==> src/rtl/lbist_pkg.sv <==
// Shared types for the logic self-test array.
// Assumes the control word layout below is fixed by the host software.
package lbist_pkg;

    localparam int CTRL_W = 21;

    // Control word, MSB first: pulses at [20:19], stored fields below.
    typedef struct packed {
        logic       flag_clr;   // [20] pulse: clear all flags
        logic       restart;    // [19] pulse: zero generator, preset cells
        logic       out_reg;    // [18] outputs from flip-flop instead of table B
        logic       preset;     // [17] flip-flop preset value for restart
        logic       scan;       // [16] flags form a shift chain
        logic [7:0] lut_b;      // [15:8] second table
        logic [7:0] lut_a;      // [7:0]  first table
    } ctrl_word_t;

endpackage

==> src/rtl/lbist_patgen.sv <==
// Pattern generator: a low and a high counter cascaded into one stimulus word.
// Assumes step_i and restart_i are single-cycle qualified enables.
module lbist_patgen #(
    parameter int CNT_W = 5
) (
    input  logic               clk,
    input  logic               rst_n,
    input  logic               step_i,
    input  logic               restart_i,
    output logic [2*CNT_W-1:0] pat_o
);
    localparam logic [CNT_W-1:0] CNT_MAX = {CNT_W{1'b1}};

    logic [CNT_W-1:0] lo_q;
    logic [CNT_W-1:0] hi_q;

    // Advance low counter each step; carry into high counter on wrap.
    always_ff @(posedge clk) begin
        if (!rst_n || restart_i) begin
            lo_q <= '0;
            hi_q <= '0;
        end else if (step_i) begin
            lo_q <= lo_q + 1'b1;
            if (lo_q == CNT_MAX) hi_q <= hi_q + 1'b1;
        end
    end

    assign pat_o = {hi_q, lo_q};


    gen_restart_chk: assert property (@(posedge clk) disable iff (!rst_n)
        restart_i |=> (lo_q == '0 && hi_q == '0));


    gen_carry_chk: assert property (@(posedge clk) disable iff (!rst_n)
        (step_i && !restart_i && lo_q == CNT_MAX)
            |=> (lo_q == '0 && hi_q == $past(hi_q) + 1'b1));

endmodule

==> src/rtl/lbist_cut.sv <==
// Model of one cell under test: two 3-input tables and one flip-flop.
// Assumes the table index bit order {a, high[0], q} for the second table.
module lbist_cut (
    input  logic       clk,
    input  logic       rst_n,
    input  logic       step_i,
    input  logic       restart_i,
    input  logic       preset_i,
    input  logic       out_reg_i,
    input  logic [7:0] lut_a_i,
    input  logic [7:0] lut_b_i,
    input  logic       fault_i,
    input  logic [2:0] sel_i,
    input  logic       hi_i,
    output logic       diag_o,
    output logic       direct_o
);
    logic       q;
    logic       a_val;
    logic       f_val;
    logic [2:0] b_idx;
    logic       out_val;

    // Evaluate both tables; the fault flips the first table result.
    always_comb begin
        a_val   = lut_a_i[sel_i] ^ fault_i;
        b_idx   = {a_val, hi_i, q};
        f_val   = lut_b_i[b_idx];
        out_val = out_reg_i ? q : f_val;
    end

    // Flip-flop: preset on restart, capture table B on each step.
    always_ff @(posedge clk) begin
        if (!rst_n)         q <= 1'b0;
        else if (restart_i) q <= preset_i;
        else if (step_i)    q <= f_val;
    end

    assign diag_o   = out_val;
    assign direct_o = out_val;


    cut_preset_chk: assert property (@(posedge clk) disable iff (!rst_n)
        restart_i |=> (q == $past(preset_i)));

endmodule

==> src/rtl/lbist_ora.sv <==
// Comparator cell: sticky mismatch flag that doubles as one scan stage.
// Assumes shift and step are never requested together by the top.
module lbist_ora (
    input  logic clk,
    input  logic rst_n,
    input  logic clr_i,
    input  logic step_i,
    input  logic shift_i,
    input  logic diag_i,
    input  logic direct_i,
    input  logic shift_in_i,
    output logic flag_o
);
    // Clear, shift, or latch a mismatch seen on a test step.
    always_ff @(posedge clk) begin
        if (!rst_n || clr_i)                  flag_o <= 1'b0;
        else if (shift_i)                     flag_o <= shift_in_i;
        else if (step_i && diag_i != direct_i) flag_o <= 1'b1;
    end


    flag_sticky_chk: assert property (@(posedge clk) disable iff (!rst_n)
        (flag_o && !clr_i && !shift_i) |=> flag_o);


    flag_clear_chk: assert property (@(posedge clk) disable iff (!rst_n)
        clr_i |=> !flag_o);

endmodule

==> src/rtl/lbist_array.sv <==
// Top of the self-test array: generator, row of cells, comparators and scan chain.
// Assumes the host does not strobe host_wr_i in the same cycle as a control write.
module lbist_array #(
    parameter int NUM_CELLS = 8,
    parameter int CNT_W     = 5,
    localparam int SEL_W    = $clog2(NUM_CELLS),
    localparam int NUM_ORA  = NUM_CELLS - 1,
    localparam int PAT_W    = 2 * CNT_W
) (
    input  logic                      clk,
    input  logic                      rst_n,
    input  logic                      ctrl_wr_i,
    input  logic [lbist_pkg::CTRL_W-1:0] ctrl_data_i,
    input  logic                      host_wr_i,
    input  logic                      fault_en_i,
    input  logic [SEL_W-1:0]          fault_sel_i,
    output logic                      scan_o
);
    import lbist_pkg::*;

    ctrl_word_t         ctrl_in;
    ctrl_word_t         ctrl_q;
    logic               restart_w;
    logic               clr_w;
    logic               step_w;
    logic               shift_w;
    logic [PAT_W-1:0]   pat;
    logic [NUM_CELLS-1:0] diag;
    logic [NUM_CELLS-1:0] direct;
    logic [NUM_ORA-1:0] flags;

    assign ctrl_in   = ctrl_word_t'(ctrl_data_i);
    assign restart_w = ctrl_wr_i & ctrl_in.restart;
    assign clr_w     = ctrl_wr_i & ctrl_in.flag_clr;
    assign step_w    = host_wr_i & ~ctrl_q.scan;
    assign shift_w   = host_wr_i &  ctrl_q.scan;

    // Store the persistent control fields; pulse bits are never held.
    always_ff @(posedge clk) begin
        if (!rst_n) begin
            ctrl_q <= '0;
        end else if (ctrl_wr_i) begin
            ctrl_q          <= ctrl_in;
            ctrl_q.restart  <= 1'b0;
            ctrl_q.flag_clr <= 1'b0;
        end
    end

    lbist_patgen #(.CNT_W(CNT_W)) u_gen (
        .clk      (clk),
        .rst_n    (rst_n),
        .step_i   (step_w),
        .restart_i(restart_w),
        .pat_o    (pat)
    );

    // One identically configured cell per position, all fed the same pattern.
    for (genvar c = 0; c < NUM_CELLS; c++) begin : g_cell
        logic fault_here;
        assign fault_here = fault_en_i && (fault_sel_i == SEL_W'(c));
        lbist_cut u_cut (
            .clk      (clk),
            .rst_n    (rst_n),
            .step_i   (step_w),
            .restart_i(restart_w),
            .preset_i (ctrl_in.preset),
            .out_reg_i(ctrl_q.out_reg),
            .lut_a_i  (ctrl_q.lut_a),
            .lut_b_i  (ctrl_q.lut_b),
            .fault_i  (fault_here),
            .sel_i    (pat[2:0]),
            .hi_i     (pat[CNT_W]),
            .diag_o   (diag[c]),
            .direct_o (direct[c])
        );
    end

    // Comparator k watches cell k diagonally and cell k+1 directly.
    for (genvar k = 0; k < NUM_ORA; k++) begin : g_ora
        logic chain_in;
        if (k == NUM_ORA - 1) begin : g_top
            assign chain_in = 1'b0;
        end else begin : g_mid
            assign chain_in = flags[k+1];
        end
        lbist_ora u_ora (
            .clk       (clk),
            .rst_n     (rst_n),
            .clr_i     (clr_w),
            .step_i    (step_w),
            .shift_i   (shift_w),
            .diag_i    (diag[k]),
            .direct_i  (direct[k+1]),
            .shift_in_i(chain_in),
            .flag_o    (flags[k])
        );
    end

    assign scan_o = ctrl_q.scan & flags[0];


    scan_pat_frozen_chk: assert property (@(posedge clk) disable iff (!rst_n)
        (ctrl_q.scan && !restart_w) |=> $stable(pat));


    scan_flags_hold_chk: assert property (@(posedge clk) disable iff (!rst_n)
        (ctrl_q.scan && !host_wr_i && !clr_w) |=> $stable(flags));


    no_strobe_hold_chk: assert property (@(posedge clk) disable iff (!rst_n)
        (!host_wr_i && !clr_w) |=> $stable(flags));

endmodule

==> config.mk <==
export PLATFORM = sky130hd
export DESIGN_NAME = lbist_array
export DESIGN_NICKNAME = d
export VERILOG_FILES = /design/src/rtl/lbist_pkg.sv /design/src/rtl/lbist_patgen.sv /design/src/rtl/lbist_cut.sv /design/src/rtl/lbist_ora.sv /design/src/rtl/lbist_array.sv
export SDC_FILE = /design/constraint.sdc
export NUM_CORES = 1
export LEC_CHECK = 0
export BUFFER_PORTS_ARGS = -buffer_cell sky130_fd_sc_hd__buf_2
export CORE_MARGIN = 2
export CORE_UTILIZATION = 60
export DETAILED_ROUTE_END_ITERATION = 7
export GPL_TIMING_DRIVEN = 0
export MAX_ROUTING_LAYER = met4
export PLACE_DENSITY = 0.85
export SYNTH_ARGS = -nofsm -noshare
export SYNTH_HDL_FRONTEND = slang
export SYNTH_SLANG_ARGS = --single-unit
==> constraint.sdc <==
create_clock -name clk -period 4.92 [get_ports clk]
set_clock_uncertainty 0.15 [all_clocks]
set_input_delay 0.246 -clock clk [delete_from_list [all_inputs] [get_ports clk]]
set_output_delay 0.246 -clock clk [all_outputs]
set_load 0.01 [all_outputs]
==> results.rst <==
.. list-table::
   :header-rows: 1

   * - Metric
     - Value
   * - Outcome
     - finished clean
   * - Class of the worst hold path
     - in -> reg
   * - Largest area contributor in the synthesized netlist
     - dfxtp_1
   * - Setup repair after global routing missed its margin
     - false
   * - Pre-antenna DRT Iters
     - 4
   * - Die span in x
     - 72.2 um
   * - Slowest cell on crit path
     - mux4_1
   * - Mean number of vias per cell
     - 6.42
   * - Leakage power summed over all cells
     - 1.24 nW
   * - Max-cap violation count
     - 0
   * - Number of H-tree branching levels
     - 2
   * - NumNets Final
     - 339
   * - Die outline area
     - 5220 um^2
   * - Inserted Diodes
     - 0
   * - Iteration-0 DRC count of the detailed router
     - 282
   * - Reg2reg setup slack
     - 2.04 ns
   * - Shortest clock period the worst path allows after layout
     - 2.88 ns
   * - Worst R2R Start
     - u_gen.lo_q[0]
   * - Clock tree root driver cell
     - clkbuf_8
   * - Kind of end point of the critical path
     - flip-flop
   * - Crit. Startpoint
     - u_gen.lo_q[0]
   * - Pwr per Cell Area
     - 256 nW/um^2
   * - Post-synth design cell area
     - 2790 um^2
   * - Required time reported for the critical path endpoint
     - 5.00 ns
   * - Source of the worst hold timing path
     - ctrl_data_i[7]
   * - Max Transition Viols Final
     - 0
   * - Yosys top cell area share
     - 27.9%
   * - CP cell instances
     - mux4_1 -> mux2i_1 -> buf_4 -> xor2_1 -> mux2_2 -> or4_1 -> nand3_1
   * - Bufs on Longest Clock Path
     - 2
   * - Total GRT Usage
     - 26.3%
   * - Overflow after GRT
     - 0
   * - Worst supply voltage drop on vdd
     - 0.237 mV
   * - TritonCTS clock tree
     - yes
   * - Count of input and output buffers
     - 29
   * - CP endpoint
     - g_ora[6].u_ora.flag_o
   * - Utilization after layout
     - 70.0%
   * - Total length of routed wires
     - 6280 um
   * - Reg2Reg Depth
     - 7
   * - Placement-stage worst setup slack
     - 2.08 ns
   * - Portion of the clock cycle consumed by the worst path in the final layout
     - 58.5%
   * - TritonCTS buffer count
     - 5
   * - Most used flip-flop cell after synthesis
     - dfxtp_1
   * - Cell types with the largest area share after synthesis
     - dfxtp_1 28%, mux2i_1 14%, mux4_2 11%
   * - Proportion of layout cells with a drive suffix above 1
     - 22.7%
   * - Maximum achievable frequency
     - 0.348 GHz
   * - Ys async rst share
     - 0%
   * - Syn_nets
     - 303
   * - Number of register bits inferred by synthesis
     - 39
   * - Number of hold buffers added after CTS
     - 0
   * - Number of buffers inserted by post-CTS setup repair
     - 0
   * - Count of endpoints failing hold in the final timing report
     - 0
   * - Vias after detailed routing
     - 2316
   * - Routability congestion estimate
     - 0.839
   * - Site row count
     - 24
   * - # resized after CTS
     - 0
   * - Pin slew with the least headroom to its limit
     - 0.819 ns
   * - Worst setup path class
     - reg -> reg
   * - Crit Path Max Fanout
     - 10
   * - Least setup slack across all paths after layout
     - 2.04 ns
   * - Max transition margin
     - 44.6%
   * - Worst reg2reg endpoint
     - g_ora[6].u_ora.flag_o
   * - Synth Area per Inst
     - 10.3 um^2
   * - Fill cell count
     - 305
   * - Yosys warning total
     - 0
   * - Sequential element share of the synthesized area
     - 27.9%
   * - Detailed-route wire length per cell
     - 17.4 um
   * - Hold path depth
     - 3
   * - Global-route wire length before repair
     - 10300 um
   * - Sinks on the clock net
     - 39
   * - DR DRC count
     - 0
   * - Sum of negative setup slack
     - 0 ns
   * - Layout area overhead
     - 10.6%
   * - EDFF count, synth
     - 0
   * - Clock transition at the registers of the reported paths
     - 0.08 ns
   * - Startpoint kind of the worst setup timing path
     - flip-flop
   * - Final antenna-violating net count
     - 0
   * - Library cells used by synthesis
     - 46
   * - Number of global-route vias before repair
     - 2222
   * - Pin count of the biggest net entering global routing
     - 13
   * - Clock latency on the worst-skew pair
     - 0.29 ns
   * - CP peak stage delay
     - 0.57 ns
   * - Setup violations, final
     - 0
   * - Number of antenna violations at the first check in global routing
     - 0
   * - Total I/O pin count
     - 30
   * - Count of mapped cells out of synthesis
     - 272
   * - Worst EP arrival
     - 2.96 ns
   * - Area of the placeable core
     - 4410 um^2
   * - Post-DP HPWL
     - 4760 um
   * - Die span in y
     - 72.2 um
   * - Initial Utilization
     - 63.3%
## Yosys cell counts (4+ instances only)
master	number
clkbuf_1	11
nand4b_1	4
xor2_1	5
mux2i_1	38
o22ai_1	6
mux4_2	14
or4_1	4
nor2b_1	19
nand2_1	24
nor2_1	14
dfxtp_1	39
a211o_1	8
xnor2_1	13
nor3_1	17
## worst min path at each step
stage	end	slack [ns]
6_report	ctrl_q[7]	0.06
5_1_grt	ctrl_q[4]	0.07
2_1_floorplan	ctrl_q[1]	0.27
3_3_place_gp	u_gen.lo_q[4]	0.30
3_5_place_dp	u_gen.lo_q[4]	0.33
4_1_cts	ctrl_q[7]	0.06
## through the flow
step / cell area [um^2] / power, mW / hold slack, ns / instances
finish: 3090 / 0.791 / 0.0589 / 361
global route: 3090 / 0.824 / 0.0693 / 361
CTS: 3090 / 0.789 / 0.0566 / 361
detailed placement: 3000 / 0.581 / 0.328 / 353
global placement: 3000 / 0.574 / 0.299 / 353
floorplan: 2790 / 0.529 / 0.265 / 272
## state kept, by name, summed over array words and instances (netlist names)
| register | count |
|---|---|
| ctrl_q | 18 |
| g_ora.u_ora.flag_o | 7 |
| u_gen.hi_q | 1 |
| u_gen.lo_q | 5 |
| g_cell.u_cut.q | 8 |
## layout by cell type (no fill, tap or decap), drive strengths merged, types with 3 or more instances in the layout
cell type / instances
nand4b: 4
xnor2: 13
a21oi: 3
mux4: 18
and4b: 3
nand3: 3
nor2: 14
a211o: 8
nor3: 17
o22ai: 6
or4: 7
buf: 34
o2111ai: 6
mux2i: 38
dfxtp: 39
nand4: 3
clkbuf: 20
nand2: 24
nor4bb: 3
nor2b: 19
xor2: 5
## area by class of cell
type / count / area (um^2) / area share [%]
buffer: 19 / 133 / 4.29
clock buffer: 6 / 72.6 / 2.35
clock inverter: 2 / 12.5 / 0.405
inverter: 1 / 3.75 / 0.122
multi-input combinational: 213 / 1880 / 60.8
sequential: 39 / 781 / 25.3
tap: 52 / 65.1 / 2.11
timing repair buffer: 29 / 145 / 4.70
## power breakdown
group | total (mW) | internal [mW] | leakage, nW | switching [mW]
Sequential | 0.368 | 0.339 | 0.321 | 0.0289
Combinational | 0.210 | 0.110 | 0.877 | 0.100
Clock | 0.214 | 0.0991 | 0.0412 | 0.115
Total | 0.791 | 0.548 | 1.24 | 0.244
## cell families (layout without fill, tap and decap cells)
group / Yosys count / after routing / share of synthesized area, %
AOI/OAI and AO/OA: 28 / 28 / 9.27
xor gates and xnor gates: 18 / 18 / 5.64
adders and majority gates: 2 / 2 / 0.896
buffers and inverters: 20 / 57 / 4.88
DFF: 39 / 39 / 27.9
muxes: 58 / 58 / 29.4
and+or+nand+nor: 107 / 107 / 22.0
## metal layers
layer  GRT usage, %  part of all wire, %
met1           32.0                   42
met5              -                    0
met4           8.39                  1.5
met2           44.8                   50
met3           4.31                  7.0
## worst max-delay path, delay by kind of cell, from the launching register on
kind | cells | cell delay [ns]
buffers and inverters | 1 | 0.23
AND/OR/NAND/NOR | 2 | 0.49
multiplexers | 3 | 1.20
XOR/XNOR | 1 | 0.29
flip-flops | 1 | 0.46
Power figures use the tool's default switching activity.
